===== src/rtl/rxq_pkg.sv =====
package rxq_pkg;
    typedef struct packed {
        logic par;
        logic frm;
        logic ovr;
    } rxq_flags_t;

    typedef enum logic [1:0] {
        ST_EMPTY   = 2'd0,
        ST_PARTIAL = 2'd1,
        ST_FULL    = 2'd2
    } rxq_state_t;
endpackage


===== src/rtl/rxq_store.sv =====
module rxq_store
    import rxq_pkg::*;
#(
    parameter int DW    = 8,
    parameter int DEPTH = 3
) (
    input  logic          clk,
    input  logic          rst_n,
    input  logic          push,
    input  logic          pop,
    input  logic          replace,
    input  logic [DW-1:0] in_data,
    input  rxq_flags_t    in_flags,
    output logic [DW-1:0] head_data,
    output rxq_flags_t    head_flags
);
    localparam int PW = (DEPTH > 1) ? $clog2(DEPTH) : 1;

    logic [DW-1:0] data_q [DEPTH];
    rxq_flags_t    flag_q [DEPTH];
    logic [PW-1:0] rd_ptr, wr_ptr, last_ptr;

    function automatic logic [PW-1:0] ptr_inc(input logic [PW-1:0] p);
        return (p == PW'(DEPTH - 1)) ? '0 : p + 1'b1;
    endfunction

    always_comb begin
        last_ptr = (wr_ptr == '0) ? PW'(DEPTH - 1) : wr_ptr - 1'b1;
    end

    always_ff @(posedge clk or negedge rst_n) begin
        if (!rst_n) begin
            rd_ptr <= '0;
            wr_ptr <= '0;
            for (int i = 0; i < DEPTH; i++) begin
                data_q[i] <= '0;
                flag_q[i] <= '0;
            end
        end else begin
            if (push) begin
                data_q[wr_ptr] <= in_data;
                flag_q[wr_ptr] <= in_flags;
                wr_ptr         <= ptr_inc(wr_ptr);
            end else if (replace) begin
                data_q[last_ptr] <= in_data;
                flag_q[last_ptr] <= '{par: in_flags.par, frm: in_flags.frm, ovr: 1'b1};
            end
            if (pop) begin
                rd_ptr <= ptr_inc(rd_ptr);
            end
        end
    end

    assign head_data  = data_q[rd_ptr];
    assign head_flags = flag_q[rd_ptr];
endmodule


===== src/rtl/rxq_status.sv =====
module rxq_status
    import rxq_pkg::*;
(
    input  logic       clk,
    input  logic       rst_n,
    input  logic       avail,
    input  logic       pop,
    input  logic       ovr_evt,
    input  logic       err_rst,
    input  logic       irq_en,
    input  rxq_flags_t head_flags,
    output logic       stat_par,
    output logic       stat_frm,
    output logic       stat_ovr,
    output logic       sc_irq
);
    logic par_hold, ovr_hold;

    always_ff @(posedge clk or negedge rst_n) begin
        if (!rst_n) begin
            par_hold <= 1'b0;
            ovr_hold <= 1'b0;
        end else if (err_rst) begin
            par_hold <= 1'b0;
            ovr_hold <= 1'b0;
        end else begin
            if (pop && head_flags.par) par_hold <= 1'b1;
            if (ovr_evt || (pop && head_flags.ovr)) ovr_hold <= 1'b1;
        end
    end

    always_comb begin
        stat_par = par_hold | (avail & head_flags.par);
        stat_frm = avail & head_flags.frm;
        stat_ovr = ovr_hold | (avail & head_flags.ovr);
        sc_irq   = irq_en & stat_par;
    end
endmodule


===== src/rtl/rxq_top.sv =====
module rxq_top
    import rxq_pkg::*;
#(
    parameter int DW    = 8,
    parameter int DEPTH = 3
) (
    input  logic          clk,
    input  logic          rst_n,
    input  logic          wr_en,
    input  logic [DW-1:0] wr_data,
    input  logic          wr_par_err,
    input  logic          wr_frm_err,
    input  logic          rd_en,
    input  logic          err_rst,
    input  logic          par_irq_en,
    output logic [DW-1:0] rd_data,
    output logic          char_avail,
    output logic          stat_par,
    output logic          stat_frm,
    output logic          stat_ovr,
    output logic          sc_irq
);
    localparam int CW = $clog2(DEPTH + 1);

    rxq_state_t    state, state_nx;
    logic [CW-1:0] cnt, cnt_nx;
    logic          do_push, do_pop, do_ovr;
    logic [DW-1:0] head_data;
    rxq_flags_t    head_flags;
    rxq_flags_t    in_flags;

    assign in_flags = '{par: wr_par_err, frm: wr_frm_err, ovr: 1'b0};

    // transitions and actions per occupancy state
    always_comb begin
        do_push  = 1'b0;
        do_pop   = 1'b0;
        do_ovr   = 1'b0;
        cnt_nx   = cnt;
        state_nx = state;
        unique case (state)
            ST_EMPTY: begin
                do_push = wr_en;
                if (wr_en) begin
                    cnt_nx   = CW'(1);
                    state_nx = (DEPTH == 1) ? ST_FULL : ST_PARTIAL;
                end
            end
            ST_PARTIAL: begin
                do_push = wr_en;
                do_pop  = rd_en;
                if (wr_en && !rd_en) begin
                    cnt_nx   = cnt + 1'b1;
                    state_nx = (cnt_nx == CW'(DEPTH)) ? ST_FULL : ST_PARTIAL;
                end else if (rd_en && !wr_en) begin
                    cnt_nx   = cnt - 1'b1;
                    state_nx = (cnt_nx == '0) ? ST_EMPTY : ST_PARTIAL;
                end
            end
            ST_FULL: begin
                do_pop  = rd_en;
                do_push = wr_en && rd_en;
                do_ovr  = wr_en && !rd_en;
                if (rd_en && !wr_en) begin
                    cnt_nx   = cnt - 1'b1;
                    state_nx = (cnt_nx == '0) ? ST_EMPTY : ST_PARTIAL;
                end
            end
            default: begin
                cnt_nx   = '0;
                state_nx = ST_EMPTY;
            end
        endcase
    end

    // state register
    always_ff @(posedge clk or negedge rst_n) begin
        if (!rst_n) begin
            state <= ST_EMPTY;
            cnt   <= '0;
        end else begin
            state <= state_nx;
            cnt   <= cnt_nx;
        end
    end

    // registered read data
    always_ff @(posedge clk or negedge rst_n) begin
        if (!rst_n) begin
            rd_data <= '0;
        end else if (do_pop) begin
            rd_data <= head_data;
        end
    end

    assign char_avail = (state != ST_EMPTY);

    rxq_store #(.DW(DW), .DEPTH(DEPTH)) u_store (
        .clk       (clk),
        .rst_n     (rst_n),
        .push      (do_push),
        .pop       (do_pop),
        .replace   (do_ovr),
        .in_data   (wr_data),
        .in_flags  (in_flags),
        .head_data (head_data),
        .head_flags(head_flags)
    );

    rxq_status u_status (
        .clk       (clk),
        .rst_n     (rst_n),
        .avail     (char_avail),
        .pop       (do_pop),
        .ovr_evt   (do_ovr),
        .err_rst   (err_rst),
        .irq_en    (par_irq_en),
        .head_flags(head_flags),
        .stat_par  (stat_par),
        .stat_frm  (stat_frm),
        .stat_ovr  (stat_ovr),
        .sc_irq    (sc_irq)
    );
endmodule


===== config.mk =====
export PLATFORM = sky130hd
export DESIGN_NAME = rxq_top
export DESIGN_NICKNAME = d
export VERILOG_FILES = /design/src/rtl/rxq_pkg.sv /design/src/rtl/rxq_store.sv /design/src/rtl/rxq_status.sv /design/src/rtl/rxq_top.sv
export SDC_FILE = /design/constraint.sdc
export NUM_CORES = 1
export LEC_CHECK = 0
export CORE_MARGIN = 5
export CORE_UTILIZATION = 35
export CTS_CLUSTER_DIAMETER = 120
export DETAILED_ROUTE_END_ITERATION = 12
export PLACE_DENSITY = 0.64
export RECOVER_POWER = 50
export SKIP_CTS_REPAIR_TIMING = 1
export SLEW_MARGIN = 20
export SYNTH_ARGS = -nofsm -noshare
export SYNTH_HDL_FRONTEND = slang
export SYNTH_HIERARCHICAL = 1
export SYNTH_SLANG_ARGS = --single-unit

===== constraint.sdc =====
create_clock -name clk -period 2.99 [get_ports clk]
set_input_delay 0.598 -clock clk [delete_from_list [all_inputs] [get_ports clk]]
set_output_delay 0.598 -clock clk [all_outputs]
set_load 0.01 [all_outputs]

==> impl_metrics.toml <==
[outcome]
status = "finished, final reports clean"

[worst_setup_path]
worstPathArrival_ns = 2.20
worst_path_max_delay_cell = "sky130_fd_sc_hd__clkdlybuf4s50_1"
crit_family = "buffers and inverters"
worstPathMaxFanout = 8
timing.critical_path.to_type = "output port"
cp_cell_instances = "nor2b_1, buf_4, nand2_1, o21ai_0, a21o_1, and2_1, clkdlybuf4s50_1"
worst_setup_path_start_kind = "flip-flop"
crit_required_ns = 2.39
worst-setup-path-type = "reg2out"
cp_slowest_stage_delay_ns = 0.54
buf_inv_stages_crit_path = 2

[floorplan]
io_pins = 29
design.core.area_um2 = 7330
start_util = 0.364
die_w_um = 97.3
height_of_the_chip_um = 97.3
die_area_um2 = 9470
fp-row-count = 31

[sta]
report.final.setup_viol = 0
grt_setup_unrepaired = "false"
min_period_ns = 2.80
fmaxAchievable_mhz = 358
finalMaxSlewViolations = 0
final_cycle_utilization_of_the_critical_path = 0.935
totalNegativeSetupSlack_ns = 0
report.final.hold_viol_count = 0
fin_skew_ns = 0.00896
slew_headroom = 0.170
worst_slew_pin_slew_ns = 1.25

[routing]
drc = 0
routed_via_count = 1760
routed_via_density = 4.88
drt-total-wl_mm = 5.37
antenna_violating_nets_post_route = 0
wl_per_cell_um = 14.9
drt_first_iter_violations = 72
firstDrtPassIters = 4

[final_layout]
insertedDiodeCount = 0
postLayoutCoreUtil = 0.431
fillerInstances = 691
areaGrowthSynthToFinish_pct = 18.5
final_nets = 289
share_of_final_layout_standard_cells_stronger_than_drive_strength_1 = 0.260

[clock_network]
cts-root-buf = "sky130_fd_sc_hd__clkbuf_8"
clock_path_buffers = 2
maximum_level_of_the_cts_h_tree = 2
numCtsBuffers = 5
clk_transition_reported_paths_ns = 0.09
cts_sinks = 51
cts_tree = "done"
clk_latency_ns = 0.31

[global_route]
grt_max_degree = 52
grt_antenna_before_repair = 0
globalRouteTotalUtil = 0.117
first_global_vias = 1843
overflow = 0
grt_first_pass_wirelength_mm = 9.11

[pwr]
leakage_uw = 0.00137
ir_drop_mv = 0.413
cellPowerDensity_nw_per_um2 = 975

[yosys]
synthesis.area_per_instance_um2 = 11.9
post_synth_instance_area_um2 = 2670
synth.ff_latch_count = 51
seq_area_frac_synth = 0.478
synth.distinct_cells = 38
netlist_instances = 224
ys_warn_count = 6

[place]
post-dp-hpwl_mm = 3.83
place_congestion = 0.908
place.port_buffers = 28

[hold_path]
hold_class = "reg2reg"

[job]
cap_viol_max_count = 0
-- routing by layer --
| layer | global-route usage | wire length, um | part of all wire |
|---|---|---|---|
| met1 | 0.157 | 2560 | 0.48 |
| met5 | 0 | 0 | 0 |
| met3 | 0.0258 | 192 | 0.036 |
| met2 | 0.189 | 2530 | 0.47 |
| met4 | 0.0383 | 79 | 0.015 |
-- final timing paths --
path	start	end	slack [ns]	cells after the start
worst max-delay path	u_store/rd_ptr[1]	sc_irq	0.19	7
worst min-delay path	u_status/par_hold	u_status/par_hold	0.51	2
worst max register to register	state[0]	u_store/flag_q[5]	0.65	8
worst min register to register	u_status/par_hold	u_status/par_hold	0.51	2
max in group asynchronous	rst_n	u_store/rd_ptr[1]	1.53	2
min in group asynchronous	rst_n	rd_data[0]	0.61	2
-- synthesized netlist by cell type --
cell type                    n  area [um2]
sky130_fd_sc_hd__nor3_1      2        10.0
sky130_fd_sc_hd__a21oi_1     9        45.0
sky130_fd_sc_hd__o22ai_1     3        18.8
sky130_fd_sc_hd__o31ai_2     1        12.5
sky130_fd_sc_hd__nand3b_2    2        22.5
sky130_fd_sc_hd__a21o_1      2        15.0
sky130_fd_sc_hd__dfrtp_1    51        1280
sky130_fd_sc_hd__nor4_1      1        6.26
sky130_fd_sc_hd__conb_1      1        3.75
sky130_fd_sc_hd__and2b_4     2        20.0
sky130_fd_sc_hd__a221o_1     1        10.0
sky130_fd_sc_hd__buf_2       2        10.0
sky130_fd_sc_hd__clkbuf_1    1        3.75
sky130_fd_sc_hd__xnor2_1     1        8.76
sky130_fd_sc_hd__mux2_2     40         450
sky130_fd_sc_hd__a211oi_1    1        7.51
sky130_fd_sc_hd__a31oi_1     2        12.5
sky130_fd_sc_hd__mux2i_1    12         120
sky130_fd_sc_hd__inv_1      10        37.5
sky130_fd_sc_hd__buf_6       2        22.5
sky130_fd_sc_hd__mux2i_4     1        22.5
sky130_fd_sc_hd__a221oi_2    1        15.0
sky130_fd_sc_hd__and2_1      3        18.8
sky130_fd_sc_hd__o31ai_1     1        7.51
sky130_fd_sc_hd__a32oi_1     2        17.5
sky130_fd_sc_hd__o21ai_1     5        25.0
sky130_fd_sc_hd__buf_4       3        22.5
sky130_fd_sc_hd__nor2b_4     1        13.8
sky130_fd_sc_hd__nor2b_1     1        6.26
sky130_fd_sc_hd__a2bb2oi_1   1        8.76
sky130_fd_sc_hd__nand2b_1    4        25.0
sky130_fd_sc_hd__a32o_1      1        10.0
sky130_fd_sc_hd__a22o_1      1        8.76
sky130_fd_sc_hd__o21ai_0    15        75.1
sky130_fd_sc_hd__nand2_4     4        45.0
sky130_fd_sc_hd__nand2_1    17        63.8
sky130_fd_sc_hd__ha_1       12         150
sky130_fd_sc_hd__nor2_1      5        18.8
-- layout make-up --
type	count	area, um2	area share
sequential	51	1280	0.404
multi-input combinational	157	1300	0.411
clock inverter	3	23.8	0.00752
clock buffer	5	68.8	0.0218
tap	99	124	0.0392
timing repair buffer	36	329	0.104
inverter	10	37.5	0.0119
-- power by group --
group	internal, uW	total [uW]	switching, uW
Sequential	1020	1210	190
Clock	169	416	247
Combinational	777	1460	679
Total	1970	3080	1120
-- cells by family (layout without fill, tap and decap cells) --
group | count (synthesis) | after routing | synth area share
multiplexers | 53 | 53 | 0.222
buffers and inverters | 18 | 54 | 0.0361
AND/OR/NAND/NOR | 42 | 42 | 0.0938
AO/OA/AOI/OAI | 46 | 46 | 0.108
adder cells (fa/ha/maj) | 12 | 12 | 0.0563
XOR/XNOR | 1 | 1 | 0.00328
flip-flops | 51 | 51 | 0.478
other | 1 | 3 | 0.00141
-- per-stage QoR --
stage / setup slack, ns / cells / hold slack (ns) / power (uW) / area [um2]
floorplan: 0.914 / 226 / 0.302 / 2210 / 2680
global placement: 0.373 / 353 / 0.485 / 2680 / 3080
detailed placement: 0.334 / 353 / 0.486 / 2710 / 3080
CTS: 0.0962 / 361 / 0.401 / 3130 / 3170
global route: 0.0616 / 361 / 0.525 / 3330 / 3160
finish: 0.195 / 361 / 0.510 / 3080 / 3160
-- cell usage in the layout, fill, tap and decap left out, types with 5 or more instances in the layout --
cell	Yosys	layout
sky130_fd_sc_hd__clkdlybuf4s50_1	0	23
sky130_fd_sc_hd__nand2_1	17	17
sky130_fd_sc_hd__buf_4	3	6
sky130_fd_sc_hd__mux2_2	40	40
sky130_fd_sc_hd__mux2i_1	12	12
sky130_fd_sc_hd__ha_1	12	12
sky130_fd_sc_hd__inv_1	10	10
sky130_fd_sc_hd__nor2_1	5	5
sky130_fd_sc_hd__a21oi_1	9	9
sky130_fd_sc_hd__o21ai_1	5	5
sky130_fd_sc_hd__dfrtp_1	51	50
sky130_fd_sc_hd__clkbuf_8	0	5
sky130_fd_sc_hd__o21ai_0	15	15
-- worst min-delay path, stage by stage (launching register included) --
cell and delay [ns]:
sky130_fd_sc_hd__dfrtp_1 0.36, sky130_fd_sc_hd__a21oi_1 0.04, sky130_fd_sc_hd__nor2_1 0.07
-- flip-flops by register name, indices dropped and copies added (netlist names) --
register,count
u_store/data_q,24
u_store/flag_q,9
rd_data,8
cnt,2
state,2
u_store/rd_ptr,2
u_store/wr_ptr,2
u_status/ovr_hold,1
u_status/par_hold,1
(Power assumes the default switching activity.)
